--- src/rtl/busyarb_pkg.sv ---
package busyarb_pkg;
  localparam int NPORTS = 2;
  localparam int P_LEFT  = 0;
  localparam int P_RIGHT = 1;

  typedef enum logic [1:0] {
    SIDE_NONE  = 2'd0,
    SIDE_LEFT  = 2'd1,
    SIDE_RIGHT = 2'd2
  } side_e;
endpackage

--- src/rtl/busyarb_age.sv ---
// Remembers whether a port was selected at its present address last cycle.
module busyarb_age #(
  parameter int ADDR_W = 12
) (
  input  logic              clk,
  input  logic              rst_n,
  input  logic              sel,
  input  logic [ADDR_W-1:0] addr,
  output logic              old
);
  logic              sel_q;
  logic [ADDR_W-1:0] addr_q;

  always_ff @(posedge clk or negedge rst_n) begin
    if (!rst_n) begin
      sel_q  <= 1'b0;
      addr_q <= '0;
    end else begin
      sel_q  <= sel;
      addr_q <= addr;
    end
  end

  assign old = sel_q & sel & (addr_q == addr);
endmodule

--- src/rtl/busyarb_match.sv ---
// Collision detect: both ports enabled on one address.
module busyarb_match #(
  parameter int ADDR_W = 12
) (
  input  logic              a_sel,
  input  logic              b_sel,
  input  logic [ADDR_W-1:0] a_addr,
  input  logic [ADDR_W-1:0] b_addr,
  output logic              hit
);
  logic same;
  assign same = (a_addr == b_addr);
  assign hit  = a_sel & b_sel & same;
endmodule

--- src/rtl/busyarb_decide.sv ---
// Picks the loser when a collision starts and holds it while it lasts.
module busyarb_decide
  import busyarb_pkg::*;
(
  input  logic  clk,
  input  logic  rst_n,
  input  logic  hit,
  input  logic  old_l,
  input  logic  old_r,
  output side_e loser
);
  logic  hit_q;
  side_e loser_q;
  side_e fresh_loser;

  always_comb begin
    if (old_r && !old_l) fresh_loser = SIDE_LEFT;
    else                 fresh_loser = SIDE_RIGHT;
  end

  always_comb begin
    if (!hit)       loser = SIDE_NONE;
    else if (hit_q) loser = loser_q;
    else            loser = fresh_loser;
  end

  always_ff @(posedge clk or negedge rst_n) begin
    if (!rst_n) begin
      hit_q   <= 1'b0;
      loser_q <= SIDE_NONE;
    end else begin
      hit_q   <= hit;
      loser_q <= loser;
    end
  end
endmodule

--- src/rtl/busyarb_gate.sv ---
// Per-port busy pin and write gating, chosen by the mode strap.
module busyarb_gate (
  input  logic master_mode,
  input  logic lost,
  input  logic busy_in_n,
  input  logic sel,
  input  logic wr,
  output logic busy_out_n,
  output logic wr_ok
);
  logic inhibit;

  always_comb begin
    if (master_mode) begin
      inhibit    = lost;
      busy_out_n = ~lost;
    end else begin
      inhibit    = ~busy_in_n;
      busy_out_n = 1'b1;
    end
  end

  assign wr_ok = sel & wr & ~inhibit;
endmodule

--- src/rtl/busyarb_top.sv ---
module busyarb_top
  import busyarb_pkg::*;
#(
  parameter int ADDR_W = 12
) (
  input  logic              clk,
  input  logic              rst_n,
  input  logic              master_mode,
  input  logic              l_sel,
  input  logic              l_wr,
  input  logic [ADDR_W-1:0] l_addr,
  input  logic              r_sel,
  input  logic              r_wr,
  input  logic [ADDR_W-1:0] r_addr,
  input  logic              busy_in_l_n,
  input  logic              busy_in_r_n,
  output logic              busy_out_l_n,
  output logic              busy_out_r_n,
  output logic              busy_drive,
  output logic              l_wr_ok,
  output logic              r_wr_ok
);
  logic [NPORTS-1:0]             p_sel, p_wr, p_bin_n, p_old, p_lost, p_bout_n, p_ok;
  logic [NPORTS-1:0][ADDR_W-1:0] p_addr;
  logic                          hit;
  side_e                         loser;

  assign p_sel   = {r_sel, l_sel};
  assign p_wr    = {r_wr, l_wr};
  assign p_bin_n = {busy_in_r_n, busy_in_l_n};
  assign p_addr  = {r_addr, l_addr};
  assign p_lost  = {loser == SIDE_RIGHT, loser == SIDE_LEFT};

  busyarb_match #(.ADDR_W(ADDR_W)) u_match (
    .a_sel(l_sel), .b_sel(r_sel), .a_addr(l_addr), .b_addr(r_addr), .hit(hit)
  );

  busyarb_decide u_decide (
    .clk(clk), .rst_n(rst_n), .hit(hit),
    .old_l(p_old[P_LEFT]), .old_r(p_old[P_RIGHT]), .loser(loser)
  );

  for (genvar p = 0; p < NPORTS; p++) begin : g_port
    busyarb_age #(.ADDR_W(ADDR_W)) u_age (
      .clk(clk), .rst_n(rst_n), .sel(p_sel[p]), .addr(p_addr[p]), .old(p_old[p])
    );
    busyarb_gate u_gate (
      .master_mode(master_mode), .lost(p_lost[p]), .busy_in_n(p_bin_n[p]),
      .sel(p_sel[p]), .wr(p_wr[p]), .busy_out_n(p_bout_n[p]), .wr_ok(p_ok[p])
    );
  end

  assign busy_out_l_n = p_bout_n[P_LEFT];
  assign busy_out_r_n = p_bout_n[P_RIGHT];
  assign l_wr_ok      = p_ok[P_LEFT];
  assign r_wr_ok      = p_ok[P_RIGHT];
  assign busy_drive   = master_mode;
endmodule

--- config.mk ---
export PLATFORM = sky130hd
export DESIGN_NAME = busyarb_top
export DESIGN_NICKNAME = d
export VERILOG_FILES = /design/src/rtl/busyarb_pkg.sv /design/src/rtl/busyarb_age.sv /design/src/rtl/busyarb_match.sv /design/src/rtl/busyarb_decide.sv /design/src/rtl/busyarb_gate.sv /design/src/rtl/busyarb_top.sv
export SDC_FILE = /design/constraint.sdc
export NUM_CORES = 1
export LEC_CHECK = 0
export BUFFER_PORTS_ARGS = -buffer_cell sky130_fd_sc_hd__buf_2
export CORE_ASPECT_RATIO = 0.6
export CORE_MARGIN = 1
export CORE_UTILIZATION = 40
export CTS_CLUSTER_DIAMETER = 60
export CTS_CLUSTER_SIZE = 12
export DETAILED_ROUTE_END_ITERATION = 7
export GPL_TIMING_DRIVEN = 0
export PLACE_DENSITY = 0.63
export SKIP_CTS_REPAIR_TIMING = 1
export SYNTH_ARGS = -nofsm -noshare
export SYNTH_HDL_FRONTEND = slang
export SYNTH_SLANG_ARGS = --single-unit
export TNS_END_PERCENT = 20
--- constraint.sdc ---
create_clock -name clk -period 3.8 [get_ports clk]
set_input_delay 0.57 -clock clk [delete_from_list [all_inputs] [get_ports clk]]
set_output_delay 0.57 -clock clk [all_outputs]
set_load 0.05 [all_outputs]
Yosys cells after proc, flatten, opt, wreduce, memory -nomap -nowiden
Index checks and enable logic that the tools add are counted.
- add/subtract/negate cells: 0
- $mul: 0
- div/mod/pow operators: 0
- $lt $le $gt $ge: 0
- equality and inequality tests: 5
- shifts and indexed selects: 0
- multiplexer cells: 7
- bitwise gates (word level): 16
- reductions and logical operators: 2
- operators by type and width (cell ; count):
    $eq 12x12->1 ; 3
    $and 1x1->1 ; 10
    $mux 2 ; 3
    $not 1->1 ; 6
    $mux 1 ; 4
    $eq 2x1->1 const B ; 1
    $eq 2x2->1 const B ; 1
    $logic_and 1x1->1 ; 1
    $logic_not 1->1 ; 1
- flip-flop bits (word level): 29
- latch bits: 0
- bits in writable memories: 0
- bits in read-only memories: 0
- bits of input ports: 33
- word-level logic and storage cells: 36
- memories kept: 0

Longest topological paths before layout
Gate-level depths: netlist of run 1.
- word-level depth: 11
- gate-level depth with buffers: 6
- gate-level depth less buffers: 6

By module
Synthesis of run 1 repeated with hierarchy kept, for this count alone.
- cells, all modules: 99
- area, all modules: 1272.5 um^2
- by module, submodules not included (module ; times used ; cells each ; area an instance (um^2) ; seq. area each (um^2)):
    busyarb_age ; 2 ; 30 ; 465.4 ; 325.3
    busyarb_match ; 1 ; 17 ; 140.1 ; 0.0
    busyarb_decide ; 1 ; 9 ; 121.4 ; 75.1
    busyarb_gate ; 2 ; 5 ; 28.8 ; 0.0
    busyarb_top ; 1 ; 3 ; 22.5 ; 0.0

Least setup slack after synthesis of run 1
No wires, ideal clock.
- path type: input-to-output
- start: input port r_addr[1]
- end: output port r_wr_ok
- data arrival time: 2.190 ns
- path slack: 1.040 ns
- cell stages on the path: 5
- buffers on the path: 0
- path through: xor2_1 -> nor4_1 -> nand4_1 -> or2_2 -> a31oi_1
- longest elaborated chain between the ends: 10
- elaborated cells on any way between the ends: 12
- ends and longest elaborated chain (element ; line ; source):
    start, declared ; busyarb_top.sv:14 ; input logic [ADDR_W-1:0] r_addr,
    $eq 12x12->1 ; busyarb_age.sv:24 ; assign old = sel_q & sel & (addr_q == addr);
    $and 1x1->1 ; busyarb_age.sv:24 ;
    $logic_and 1x1->1 ; busyarb_decide.sv:17 ; if (old_r && !old_l) fresh_loser = SIDE_LEFT;
    $mux 2 ; busyarb_decide.sv:17 ;
    $mux 2 ; busyarb_decide.sv:23 ; else if (hit_q) loser = loser_q;
    $mux 2 (*) ; busyarb_decide.sv:22 ; if (!hit) loser = SIDE_NONE;
    $eq 2x2->1 (*) ; busyarb_top.sv:32 ; assign p_lost = {loser == SIDE_RIGHT, loser == SIDE_LEFT};
    $mux 1 (*) ; busyarb_gate.sv:14 ; if (master_mode) begin
    $not 1->1 (*) ; busyarb_gate.sv:23 ; assign wr_ok = sel & wr & ~inhibit;
    $and 1x1->1 (*) ; busyarb_gate.sv:23 ;
    end, declared ; busyarb_top.sv:21 ; output logic r_wr_ok
Mark *: on every way between the ends. The rest lies on a longest branch, timed or not.

Worst setup path in the final report of run 1
- start: input port l_addr[5]
- end: output port r_wr_ok
- elaborated cells on any way between the ends: 13
- RTL lines (element ; line ; source):
    start, declared ; busyarb_top.sv:11 ; input logic [ADDR_W-1:0] l_addr,
    $eq 12x12->1 ; busyarb_match.sv:12 ; assign same = (a_addr == b_addr);
    $and 1x1->1 ; busyarb_match.sv:13 ; assign hit = a_sel & b_sel & same;
    via hit ; busyarb_top.sv:25 ; logic hit;
    $mux 2 ; busyarb_decide.sv:22 ;
    $eq 2x2->1 ; busyarb_top.sv:32 ;
    $mux 1 ; busyarb_gate.sv:14 ;
    $not 1->1 ; busyarb_gate.sv:23 ;
    $and 1x1->1 ; busyarb_gate.sv:23 ;
The timed path passes the listed nets, and every way through them passes these cells.

==> report_table.html, run 1 <==
<table>
<tr><th>Metric</th><th>Value</th></tr>
<tr><th colspan="2">Place</th></tr>
<tr><td># placed instances</td><td>178</td></tr>
<tr><td>Detailed-placement wirelength estimate</td><td>1880 um</td></tr>
<tr><td>Dpl cell area</td><td>between 1000 and 1500 um^2</td></tr>
<tr><td>Input/output buffers</td><td>37</td></tr>
<tr><td>Final estimated routing congestion in global placement</td><td>0.785</td></tr>
<tr><th colspan="2">Finish</th></tr>
<tr><td>Area added between synthesis and finish</td><td>25.4%</td></tr>
<tr><td>Fill cell instance count of the final layout</td><td>approximately 270</td></tr>
<tr><td>Fin area</td><td>between 1500 and 2000 um^2</td></tr>
<tr><td>Post-layout net count</td><td>176</td></tr>
<tr><td>Share of layout cells above drive strength 1</td><td>0.333</td></tr>
<tr><td>Cell Count, Final, Fillers Out</td><td>186</td></tr>
<tr><td>N_diodes</td><td>0</td></tr>
<tr><th colspan="2">Worst setup path</th></tr>
<tr><td>Worst flop-to-flop path startpoint</td><td>g_port[1].u_age.addr_q[11]</td></tr>
<tr><td>Crit. End Element</td><td>primary output</td></tr>
<tr><td>Critical path peak fanout</td><td>4</td></tr>
<tr><td>Slowest stage delay, CP</td><td>570 ps</td></tr>
<tr><td>Critical path's slowest cell</td><td>sky130_fd_sc_hd__or4b_4</td></tr>
<tr><td>Worst Path Class, Setup</td><td>input pin to primary output</td></tr>
<tr><td>Worst endpoint data arrival time</td><td>2150 ps</td></tr>
<tr><td>Worst path top cell family by delay</td><td>simple AND/OR/NAND/NOR gates</td></tr>
<tr><td>Number of buffer and inverter stages on the critical path</td><td>3</td></tr>
<tr><td>Worst reg-to-reg setup slack</td><td>2200 ps</td></tr>
<tr><td>Startpoint of the most critical setup path</td><td>l_addr[5]</td></tr>
<tr><td>Critical Path Most Common Cell</td><td>sky130_fd_sc_hd__buf_2</td></tr>
<tr><td>Critical Path, Cell by Cell</td><td>buf_2, xnor2_1, nand4_1, or4b_4, clkinv_2, and2_4, a31oi_1, buf_2</td></tr>
<tr><td>Required time of the critical path</td><td>3230 ps</td></tr>
<tr><td>Worst r2r path cells</td><td>5</td></tr>
<tr><td>CP startpoint kind</td><td>input pin</td></tr>
<tr><td>Endpoint of the worst register-to-register path</td><td>u_decide.loser_q[1]</td></tr>
<tr><th colspan="2">Floorplan</th></tr>
<tr><td>Num ports</td><td>38</td></tr>
<tr><td>Std-Cell Rows</td><td>15</td></tr>
<tr><td>Die Area</td><td>3360 um^2</td></tr>
<tr><td>Placeable core area</td><td>2930 um^2</td></tr>
<tr><td>Die Span Y</td><td>45.3 um</td></tr>
<tr><td>Die X</td><td>74.2 um</td></tr>
<tr><td>Effective utilization at floorplan</td><td>0.427</td></tr>
<tr><th colspan="2">CTS</th></tr>
<tr><td>Clock sink total</td><td>29</td></tr>
<tr><td>Number of CTS-inserted buffers</td><td>5</td></tr>
<tr><td>Number of levels the H-tree was split into</td><td>2</td></tr>
<tr><td>CTS Buffer Depth</td><td>2</td></tr>
<tr><td>Clock tree from TritonCTS</td><td>yes</td></tr>
<tr><td>Clock root cell</td><td>sky130_fd_sc_hd__clkbuf_8</td></tr>
<tr><td>Insertion delay of the later-clocked pin in the worst-skew pair</td><td>roughly 270 ps</td></tr>
<tr><td>CTS clock-pin slew for the worst setup and hold paths</td><td>approximately 60 ps</td></tr>
<tr><th colspan="2">STA</th></tr>
<tr><td>Headroom to the max-slew limit</td><td>0.570</td></tr>
<tr><td>Final hold violations</td><td>0</td></tr>
<tr><td>Share of the clock period used by the worst path</td><td>0.715</td></tr>
<tr><td>Number of failing setup endpoints in the final timing report</td><td>0</td></tr>
<tr><td>TNS Setup</td><td>0 ps</td></tr>
<tr><td>Slew at the pin with the worst max-slew slack</td><td>645 ps</td></tr>
<tr><td>Fin. max-slew vios</td><td>0</td></tr>
<tr><td>Clk_skew</td><td>between 5 and 6 ps</td></tr>
<tr><td>Maximum clock rate</td><td>368 MHz</td></tr>
<tr><td>Setup repair after global routing missed its margin</td><td>no</td></tr>
<tr><td>Min cycle time layout</td><td>2720 ps</td></tr>
<tr><th colspan="2">Yosys</th></tr>
<tr><td>Average cell area after synthesis</td><td>12.6 um^2</td></tr>
<tr><td>Flip-flop and latch count after synthesis</td><td>29</td></tr>
<tr><td>Number of instances in the synthesized netlist</td><td>99</td></tr>
<tr><td>Number of warnings issued by yosys</td><td>0</td></tr>
<tr><td>Top post-synthesis cells by area</td><td>sky130_fd_sc_hd__dfrtp_1 (58%), sky130_fd_sc_hd__xnor2_1 (16%), sky130_fd_sc_hd__xor2_1 (8.4%), sky130_fd_sc_hd__nand4_1 (2.5%), sky130_fd_sc_hd__nand3_1 (1.6%)</td></tr>
<tr><td>Sequential fraction of the synthesis area</td><td>0.581</td></tr>
<tr><td>Cell taking the most area after synthesis</td><td>sky130_fd_sc_hd__dfrtp_1</td></tr>
<tr><td>Count of unique library cells instantiated by Yosys</td><td>22</td></tr>
<tr><td>Proportion of netlist area held by the largest area contributor</td><td>0.581</td></tr>
<tr><td>Net Count, Synth</td><td>132</td></tr>
<tr><td>Netlist area before placement</td><td>1250 um^2</td></tr>
<tr><th colspan="2">Detailed routing</th></tr>
<tr><td>Total number of vias</td><td>833</td></tr>
<tr><td>Detail Route Antenna Nets</td><td>0</td></tr>
<tr><td>First-pass iteration count of the detailed router</td><td>4</td></tr>
<tr><td>WL per Instance</td><td>13.3 um</td></tr>
<tr><td>Vias per Instance</td><td>4.48</td></tr>
<tr><td>Post-route DRC</td><td>0</td></tr>
<tr><td>Number of DRC markers after the initial detailed-route iteration</td><td>22</td></tr>
<tr><td>Drt total wl</td><td>2480 um</td></tr>
<tr><th colspan="2">Run status</th></tr>
<tr><td>Result of the run</td><td>finished clean</td></tr>
<tr><th colspan="2">GRT</th></tr>
<tr><td>Vias in the first global route</td><td>829</td></tr>
<tr><td>Antenna violations before repair</td><td>0</td></tr>
<tr><td>Congestion Overflow GR</td><td>0</td></tr>
<tr><td>Total global-route track usage</td><td>0.172</td></tr>
<tr><td>First-pass GRT wire length</td><td>3840 um</td></tr>
<tr><td>Maximum number of pins on one net before global-route repair</td><td>30</td></tr>
<tr><th colspan="2">Pwr</th></tr>
<tr><td>Lkg Pwr</td><td>between 0.6 and 0.7 nW</td></tr>
<tr><td>Largest vdd supply drop</td><td>about 0.22 mV</td></tr>
<tr><td>Total chip power</td><td>0.645 mW</td></tr>
<tr><td>Power density over cell area</td><td>between 400 and 500 nW/um^2</td></tr>
<tr><th colspan="2">Hold path</th></tr>
<tr><td>Type of the most critical hold path</td><td>input pin to async pin</td></tr>
<tr><th colspan="2">Run</th></tr>
<tr><td>Number of max-cap violations</td><td>0</td></tr>
</table>
[layout by cell type (no fill, tap or decap)]
cell,Yosys,routed
sky130_fd_sc_hd__or4b_4,1,1
sky130_fd_sc_hd__o21ai_0,2,2
sky130_fd_sc_hd__clkinv_2,1,1
sky130_fd_sc_hd__buf_4,1,1
sky130_fd_sc_hd__buf_2,0,37
sky130_fd_sc_hd__clkbuf_1,0,3
sky130_fd_sc_hd__nor3b_1,1,1
sky130_fd_sc_hd__nor2b_1,1,1
sky130_fd_sc_hd__clkbuf_8,0,5
sky130_fd_sc_hd__nor3_1,2,2
sky130_fd_sc_hd__o211ai_1,2,2
sky130_fd_sc_hd__xor2_1,12,12
sky130_fd_sc_hd__nand3_1,4,4
sky130_fd_sc_hd__and3_1,1,1
sky130_fd_sc_hd__dfrtp_1,29,29
sky130_fd_sc_hd__nor4_1,3,3
sky130_fd_sc_hd__a31oi_1,1,1
sky130_fd_sc_hd__a21oi_1,2,2
sky130_fd_sc_hd__and2_4,1,1
sky130_fd_sc_hd__xnor2_2,1,1
sky130_fd_sc_hd__nand4_1,5,5
sky130_fd_sc_hd__or2_2,1,1
sky130_fd_sc_hd__xnor2_1,23,23
sky130_fd_sc_hd__inv_1,1,1
sky130_fd_sc_hd__nand2_1,4,4
[final cells by class]
cell class | count | area (um^2) | area share
plain buffers | 1 | 7.51 | 0.00479
inverters | 2 | 8.76 | 0.00559
multi-input cells | 67 | 508 | 0.324
clock buffers | 8 | 80.1 | 0.0511
repair buffers | 37 | 185 | 0.118
flip-flops and latches | 29 | 726 | 0.463
well taps | 42 | 52.6 | 0.0335
[worst max path at each step]
stage	cells past startpoint	end	slack (ps)
2_1_floorplan	5	r_wr_ok	1040
5_1_grt	8	busy_out_r_n	1010
4_1_cts	8	r_wr_ok	1090
6_report	8	r_wr_ok	1080
3_5_place_dp	8	r_wr_ok	1100
3_3_place_gp	8	r_wr_ok	1100
[sequential cells by signal, summed over array words and instances (netlist names)]
name                 cells
u_decide.loser_q         2
g_port.u_age.sel_q       2
g_port.u_age.addr_q     24
u_decide.hit_q           1
[per-layer routing]
metal  vias to the layer above  wire, um  GRT usage
met5                         -         0          0
met4                         0        24     0.0692
met3                         4       119     0.0804
met2                        20      1010      0.222
met1                       391      1320      0.245
li1                        418         -          -
[stage by stage]
| step | setup slack (ps) | hold slack [ps] | util |
|---|---|---|---|
| 2_1_floorplan | 1040 | 274 | - |
| 3_3_place_gp | 1100 | 523 | 0.508 |
| 3_5_place_dp | 1100 | 533 | 0.508 |
| 4_1_cts | 1090 | 338 | 0.535 |
| 5_1_grt | 1010 | 360 | 0.535 |
| 6_report | 1080 | 318 | 0.535 |
[logic make-up after synthesis]
logic type | Yosys count | share of synthesized area
xor gates and xnor gates | 36 | 0.258
buffers and inverters | 3 | 0.0130
AOI/OAI and AO/OA | 7 | 0.0330
and+or+nand+nor | 24 | 0.115
DFF | 29 | 0.581
[cells in the mapped netlist]
library cell / n
sky130_fd_sc_hd__xnor2_2: 1
sky130_fd_sc_hd__nor4_1: 3
sky130_fd_sc_hd__nor2b_1: 1
sky130_fd_sc_hd__xnor2_1: 23
sky130_fd_sc_hd__a21oi_1: 2
sky130_fd_sc_hd__a31oi_1: 1
sky130_fd_sc_hd__and3_1: 1
sky130_fd_sc_hd__o21ai_0: 2
sky130_fd_sc_hd__buf_4: 1
sky130_fd_sc_hd__nand2_1: 4
sky130_fd_sc_hd__clkinv_2: 1
sky130_fd_sc_hd__nor3_1: 2
sky130_fd_sc_hd__or4b_4: 1
sky130_fd_sc_hd__nand4_1: 5
sky130_fd_sc_hd__dfrtp_1: 29
sky130_fd_sc_hd__or2_2: 1
sky130_fd_sc_hd__xor2_1: 12
sky130_fd_sc_hd__o211ai_1: 2
sky130_fd_sc_hd__inv_1: 1
sky130_fd_sc_hd__and2_4: 1
sky130_fd_sc_hd__nand3_1: 4
sky130_fd_sc_hd__nor3b_1: 1
[power breakdown]
| part | leakage (nW) | internal [mW] | switching (mW) |
|---|---|---|---|
| sequential | 0.345 | 0.323 | 0.00578 |
| combinational | 0.303 | 0.0394 | 0.0467 |
| clock | 0.0395 | 0.129 | 0.101 |
(Power assumes the default switching activity.)
==> run 2, diff against run 1 <==
--- a/config.mk
+++ b/config.mk
@@ -5,6 +5,7 @@
 export SDC_FILE = /design/constraint.sdc
 export NUM_CORES = 1
 export LEC_CHECK = 0
+export ABC_AREA = 1
 export BUFFER_PORTS_ARGS = -buffer_cell sky130_fd_sc_hd__buf_2
 export CORE_ASPECT_RATIO = 0.6
 export CORE_MARGIN = 1
@@ -13,7 +14,7 @@
 export CTS_CLUSTER_SIZE = 12
 export DETAILED_ROUTE_END_ITERATION = 7
 export GPL_TIMING_DRIVEN = 0
-export PLACE_DENSITY = 0.63
+export PLACE_DENSITY = 0.64
 export SKIP_CTS_REPAIR_TIMING = 1
 export SYNTH_ARGS = -nofsm -noshare
 export SYNTH_HDL_FRONTEND = slang
==> constraint.sdc (replaced) <==
create_clock -name clk -period 2.4 [get_ports clk]
set_input_delay 0.36 -clock clk [delete_from_list [all_inputs] [get_ports clk]]
set_output_delay 0.36 -clock clk [all_outputs]
set_load 0.05 [all_outputs]
==> run 2 against run 1 <==
Compared with the run above: non-clock buffer count stayed put; routed wire length increased by 29%; total power increased by 73%; utilization is 0.41 points higher; clock power is 92% higher; synthesized cell count is 110% higher; critical path depth increased by 4; register-to-register slack worse by 1000 ps; critical path type is now flip-flop to primary output; critical endpoint unchanged.
==> report_table.html, run 2 <==
<table>
<tr><th>Metric</th><th>Value</th></tr>
<tr><th colspan="2">Run status</th></tr>
<tr><td>Result of the run</td><td>finished clean</td></tr>
<tr><th colspan="2">Floorplan</th></tr>
<tr><td>Die Area</td><td>3960 um^2 (+18%)</td></tr>
<tr><td>Die Span Y</td><td>49.1 um (+8.4%)</td></tr>
<tr><td>Die X</td><td>80.5 um (+8.6%)</td></tr>
<tr><td>Std-Cell Rows</td><td>16 (+1)</td></tr>
<tr><td>Placeable core area</td><td>3380 um^2 (+16%)</td></tr>
<tr><td>Num ports</td><td>38 (unchanged)</td></tr>
<tr><td>Effective utilization at floorplan</td><td>0.438 (+0.0106)</td></tr>
<tr><th colspan="2">Hold path</th></tr>
<tr><td>Type of the most critical hold path</td><td>input pin to async pin</td></tr>
<tr><th colspan="2">STA</th></tr>
<tr><td>Maximum clock rate</td><td>466 MHz</td></tr>
<tr><td>Min cycle time layout</td><td>about 2100 ps</td></tr>
<tr><td>Fin. max-slew vios</td><td>0 (unchanged)</td></tr>
<tr><td>Number of failing setup endpoints in the final timing report</td><td>0 (unchanged)</td></tr>
<tr><td>Clk_skew</td><td>3.16 ps (-2.14 ps)</td></tr>
<tr><td>Headroom to the max-slew limit</td><td>0.563 (-0.00731)</td></tr>
<tr><td>Slew at the pin with the worst max-slew slack</td><td>656 ps (+11.0 ps)</td></tr>
<tr><td>Final hold violations</td><td>0 (unchanged)</td></tr>
<tr><td>Final worst slack</td><td>252 ps (-831 ps)</td></tr>
<tr><td>Setup repair after global routing missed its margin</td><td>yes</td></tr>
<tr><td>Share of the clock period used by the worst path</td><td>0.895</td></tr>
<tr><th colspan="2">Place</th></tr>
<tr><td>Dpl cell area</td><td>1720 um^2 (+16%)</td></tr>
<tr><td>Input/output buffers</td><td>37 (unchanged)</td></tr>
<tr><td>Detailed-placement wirelength estimate</td><td>2560 um (+37%)</td></tr>
<tr><td>Final estimated routing congestion in global placement</td><td>0.775 (-1.2%)</td></tr>
<tr><td>Place WS</td><td>356 ps (-744 ps)</td></tr>
<tr><th colspan="2">Yosys</th></tr>
<tr><td>Synth Area in XOR/XNOR</td><td>0.0296 (-0.229)</td></tr>
<tr><td>Fraction of the mapped netlist area in adder cells</td><td>0 (unchanged)</td></tr>
<tr><td>Synth async-reset ratio</td><td>1.00 (unchanged)</td></tr>
<tr><td>Sequential fraction of the synthesis area</td><td>0.490 (-0.0903)</td></tr>
<tr><td>Count of unique library cells instantiated by Yosys</td><td>16 (-27%)</td></tr>
<tr><td>Cell taking the most area after synthesis</td><td>sky130_fd_sc_hd__dfrtp_1</td></tr>
<tr><td>Number of warnings issued by yosys</td><td>0 (unchanged)</td></tr>
<tr><td>Number of instances in the synthesized netlist</td><td>211 (+110%)</td></tr>
<tr><td>Number of flops mapped to enable cells by yosys</td><td>0 (unchanged)</td></tr>
<tr><td>Top post-synthesis cells by area</td><td>sky130_fd_sc_hd__dfrtp_1 (49%), sky130_fd_sc_hd__nand2_1 (22%), sky130_fd_sc_hd__inv_1 (10%), sky130_fd_sc_hd__nor2_1 (6.1%), sky130_fd_sc_hd__o21ai_0 (2.0%)</td></tr>
<tr><td>Average cell area after synthesis</td><td>7.02 um^2 (-44%)</td></tr>
<tr><td>Main combinational cell family by area after synthesis</td><td>simple AND/OR/NAND/NOR gates</td></tr>
<tr><td>Commonest cells in the netlist</td><td>sky130_fd_sc_hd__nand2_1 (88), sky130_fd_sc_hd__inv_1 (40), sky130_fd_sc_hd__dfrtp_1 (29), sky130_fd_sc_hd__nor2_1 (24), sky130_fd_sc_hd__o21ai_0 (6)</td></tr>
<tr><td>Synth Area in Simple Gates</td><td>0.326 (+0.211)</td></tr>
<tr><td>Multiplexer share of the synthesized area</td><td>0 (unchanged)</td></tr>
<tr><td>Netlist area before placement</td><td>1480 um^2 (+18%)</td></tr>
<tr><td>Synth Area in Compound Gates</td><td>0.0423 (+0.00923)</td></tr>
<tr><td>Net Count, Synth</td><td>244 (+85%)</td></tr>
<tr><td>Flip-flop and latch count after synthesis</td><td>29 (unchanged)</td></tr>
<tr><td>Leading cell type by number of instances after synthesis</td><td>sky130_fd_sc_hd__nand2_1</td></tr>
<tr><td>Proportion of netlist area held by the largest area contributor</td><td>0.490 (-0.0903)</td></tr>
<tr><td>Most used flip-flop cell after synthesis</td><td>sky130_fd_sc_hd__dfrtp_1</td></tr>
<tr><th colspan="2">GRT</th></tr>
<tr><td>Met1 capacity usage during global routing</td><td>0.302 (+0.0574)</td></tr>
<tr><td>Met2 layer usage reported by global route</td><td>0.229 (+0.00700)</td></tr>
<tr><td>Vias in the first global route</td><td>1140 (+38%)</td></tr>
<tr><td>Congestion Overflow GR</td><td>0 (unchanged)</td></tr>
<tr><td>Most Crowded Layer GR</td><td>met1</td></tr>
<tr><td>Antenna violations before repair</td><td>0 (unchanged)</td></tr>
<tr><td>Global Route met3 Usage</td><td>0.0617 (-0.0187)</td></tr>
<tr><td>Maximum number of pins on one net before global-route repair</td><td>30 (unchanged)</td></tr>
<tr><td>Total global-route track usage</td><td>0.189 (+0.0171)</td></tr>
<tr><td>First-pass GRT wire length</td><td>5350 um (+39%)</td></tr>
<tr><th colspan="2">Detailed routing</th></tr>
<tr><td>Post-route DRC</td><td>0 (unchanged)</td></tr>
<tr><td>Drt total wl</td><td>3210 um (+29%)</td></tr>
<tr><td>Vias per Instance</td><td>4.30 (-3.9%)</td></tr>
<tr><td>Number of DRC markers after the initial detailed-route iteration</td><td>38 (+73%)</td></tr>
<tr><td>Detail Route Antenna Nets</td><td>0 (unchanged)</td></tr>
<tr><td>WL per Instance</td><td>10.6 um (-20%)</td></tr>
<tr><td>First-pass iteration count of the detailed router</td><td>4 (unchanged)</td></tr>
<tr><td>Total number of vias</td><td>1295 (+55%)</td></tr>
<tr><th colspan="2">Worst setup path</th></tr>
<tr><td>CP startpoint kind</td><td>flip-flop</td></tr>
<tr><td>Required time of the critical path</td><td>2040 ps (-1190 ps)</td></tr>
<tr><td>Worst endpoint data arrival time</td><td>1790 ps (-360 ps)</td></tr>
<tr><td>Worst Path Class, Setup</td><td>flip-flop to primary output</td></tr>
<tr><td>Worst reg-to-reg setup slack</td><td>1160 ps (-1040 ps)</td></tr>
<tr><td>Crit. End Element</td><td>primary output</td></tr>
<tr><td>Critical path peak fanout</td><td>3 (-1)</td></tr>
<tr><th colspan="2">Finish</th></tr>
<tr><td>Number of flip-flops under the largest register name</td><td>24 (unchanged)</td></tr>
<tr><td>Final core utilization</td><td>0.540 (+0.00410)</td></tr>
<tr><td>Top library cells by usage in the layout, fill and taps aside</td><td>sky130_fd_sc_hd__nand2_1 (88), sky130_fd_sc_hd__inv_1 (40), sky130_fd_sc_hd__buf_2 (36)</td></tr>
<tr><td>Largest registers in the final layout</td><td>g_port.u_age.addr_q: 24 flops, g_port.u_age.sel_q: 2 flops, u_decide.loser_q: 2 flops</td></tr>
<tr><td>N_diodes</td><td>0 (unchanged)</td></tr>
<tr><td>Register name with the most flops</td><td>g_port.u_age.addr_q</td></tr>
<tr><td>Most common cell after layout, fill and taps aside</td><td>sky130_fd_sc_hd__nand2_1</td></tr>
<tr><td>Post-layout net count</td><td>288 (+64%)</td></tr>
<tr><td>Fin area</td><td>1830 um^2 (+16%)</td></tr>
<tr><td>Area added between synthesis and finish</td><td>23.3%</td></tr>
<tr><td>Share of layout cells above drive strength 1</td><td>0.199 (-0.134)</td></tr>
<tr><th colspan="2">CTS</th></tr>
<tr><td>CTS Buffer Depth</td><td>2 (unchanged)</td></tr>
<tr><td>Insertion delay of the later-clocked pin in the worst-skew pair</td><td>280 ps (about the same)</td></tr>
<tr><td>Clock root cell</td><td>sky130_fd_sc_hd__clkbuf_8</td></tr>
<tr><td>Clock tree from TritonCTS</td><td>yes</td></tr>
<tr><td>Clock sink total</td><td>29 (unchanged)</td></tr>
<tr><td>CTS clock-pin slew for the worst setup and hold paths</td><td>60 ps (about the same)</td></tr>
<tr><td>Number of levels the H-tree was split into</td><td>2 (unchanged)</td></tr>
<tr><td>Number of CTS-inserted buffers</td><td>5 (unchanged)</td></tr>
<tr><th colspan="2">Pwr</th></tr>
<tr><td>Total chip power</td><td>1.12 mW (+73%)</td></tr>
<tr><td>Power density over cell area</td><td>611 nW/um^2 (+48%)</td></tr>
<tr><td>Largest vdd supply drop</td><td>0.369 mV (+69%)</td></tr>
<tr><td>Lkg Pwr</td><td>1.09 nW (+59%)</td></tr>
<tr><th colspan="2">Run</th></tr>
<tr><td>Number of max-cap violations</td><td>0 (unchanged)</td></tr>
</table>
[run 2: per-layer routing]
metal / routed length [um] / vias to the layer above
met2: 1190 / 31
met3: 195 / 5
met4: 29 / 0
met5: 0 / -
met1: 1790 / 556
li1: - / 703
[run 2: area by class of cell]
type / count / area, um^2
multi-input cells: 139 / 589
flip-flops and latches: 29 / 726
fillers: 347 / 1560
clock buffers: 7 / 96.3
plain buffers: 1 / 7.51
repair buffers: 37 / 188
clock inverters: 1 / 5.00
well taps: 45 / 56.3
inverters: 42 / 158
[run 2: worst max-delay path, cell delays in order (launching register included)]
cell,delay [ps]
sky130_fd_sc_hd__dfrtp_1,370
sky130_fd_sc_hd__inv_1,50
sky130_fd_sc_hd__nand2_1,40
sky130_fd_sc_hd__nand2_1,60
sky130_fd_sc_hd__nand2_1,60
sky130_fd_sc_hd__nor2_1,100
sky130_fd_sc_hd__nand3_1,80
sky130_fd_sc_hd__nor2_1,90
sky130_fd_sc_hd__nand2_1,90
sky130_fd_sc_hd__nand2_1,120
sky130_fd_sc_hd__nor2_1,70
sky130_fd_sc_hd__a21oi_1,130
sky130_fd_sc_hd__clkbuf_4,250
[run 2: cell families after synthesis]
group | Yosys count
compound gates | 11
xor+xnor | 5
buf+inv | 43
flops | 29
simple gates | 123
[run 2: metrics by stage]
| stage | instances | TNS, ps | hold WS, ps |
|---|---|---|---|
| 2_1_floorplan | 211 | 0 | 64.4 |
| 3_3_place_gp | 293 | 0 | 436 |
| 3_5_place_dp | 293 | 0 | 433 |
| 4_1_cts | 301 | 0 | 134 |
| 5_1_grt | 301 | -6.92 | 167 |
| 6_report | 301 | 0 | 111 |
[run 2: path summary, 6_finish.rpt]
kind,startpoint,to,cells after the start
setup / recovery,g_port[1].u_age.addr_q[10],r_wr_ok,12
min in group clk,r_addr[9],g_port[1].u_age.addr_q[9],1
setup reg to reg,g_port[0].u_age.addr_q[11],u_decide.loser_q[0],11
hold / removal,rst_n,g_port[1].u_age.addr_q[5],1
max in group asynchronous,rst_n,g_port[1].u_age.addr_q[0],1
hold reg to reg,u_decide.loser_q[0],u_decide.loser_q[0],4
[run 2: power breakdown]
| part | switching, mW | leakage [nW] | internal [mW] |
|---|---|---|---|
| logic | 0.0956 | 0.693 | 0.0571 |
| clock network | 0.183 | 0.0542 | 0.259 |
| registers | 0.00965 | 0.345 | 0.511 |
| total | 0.288 | 1.09 | 0.827 |
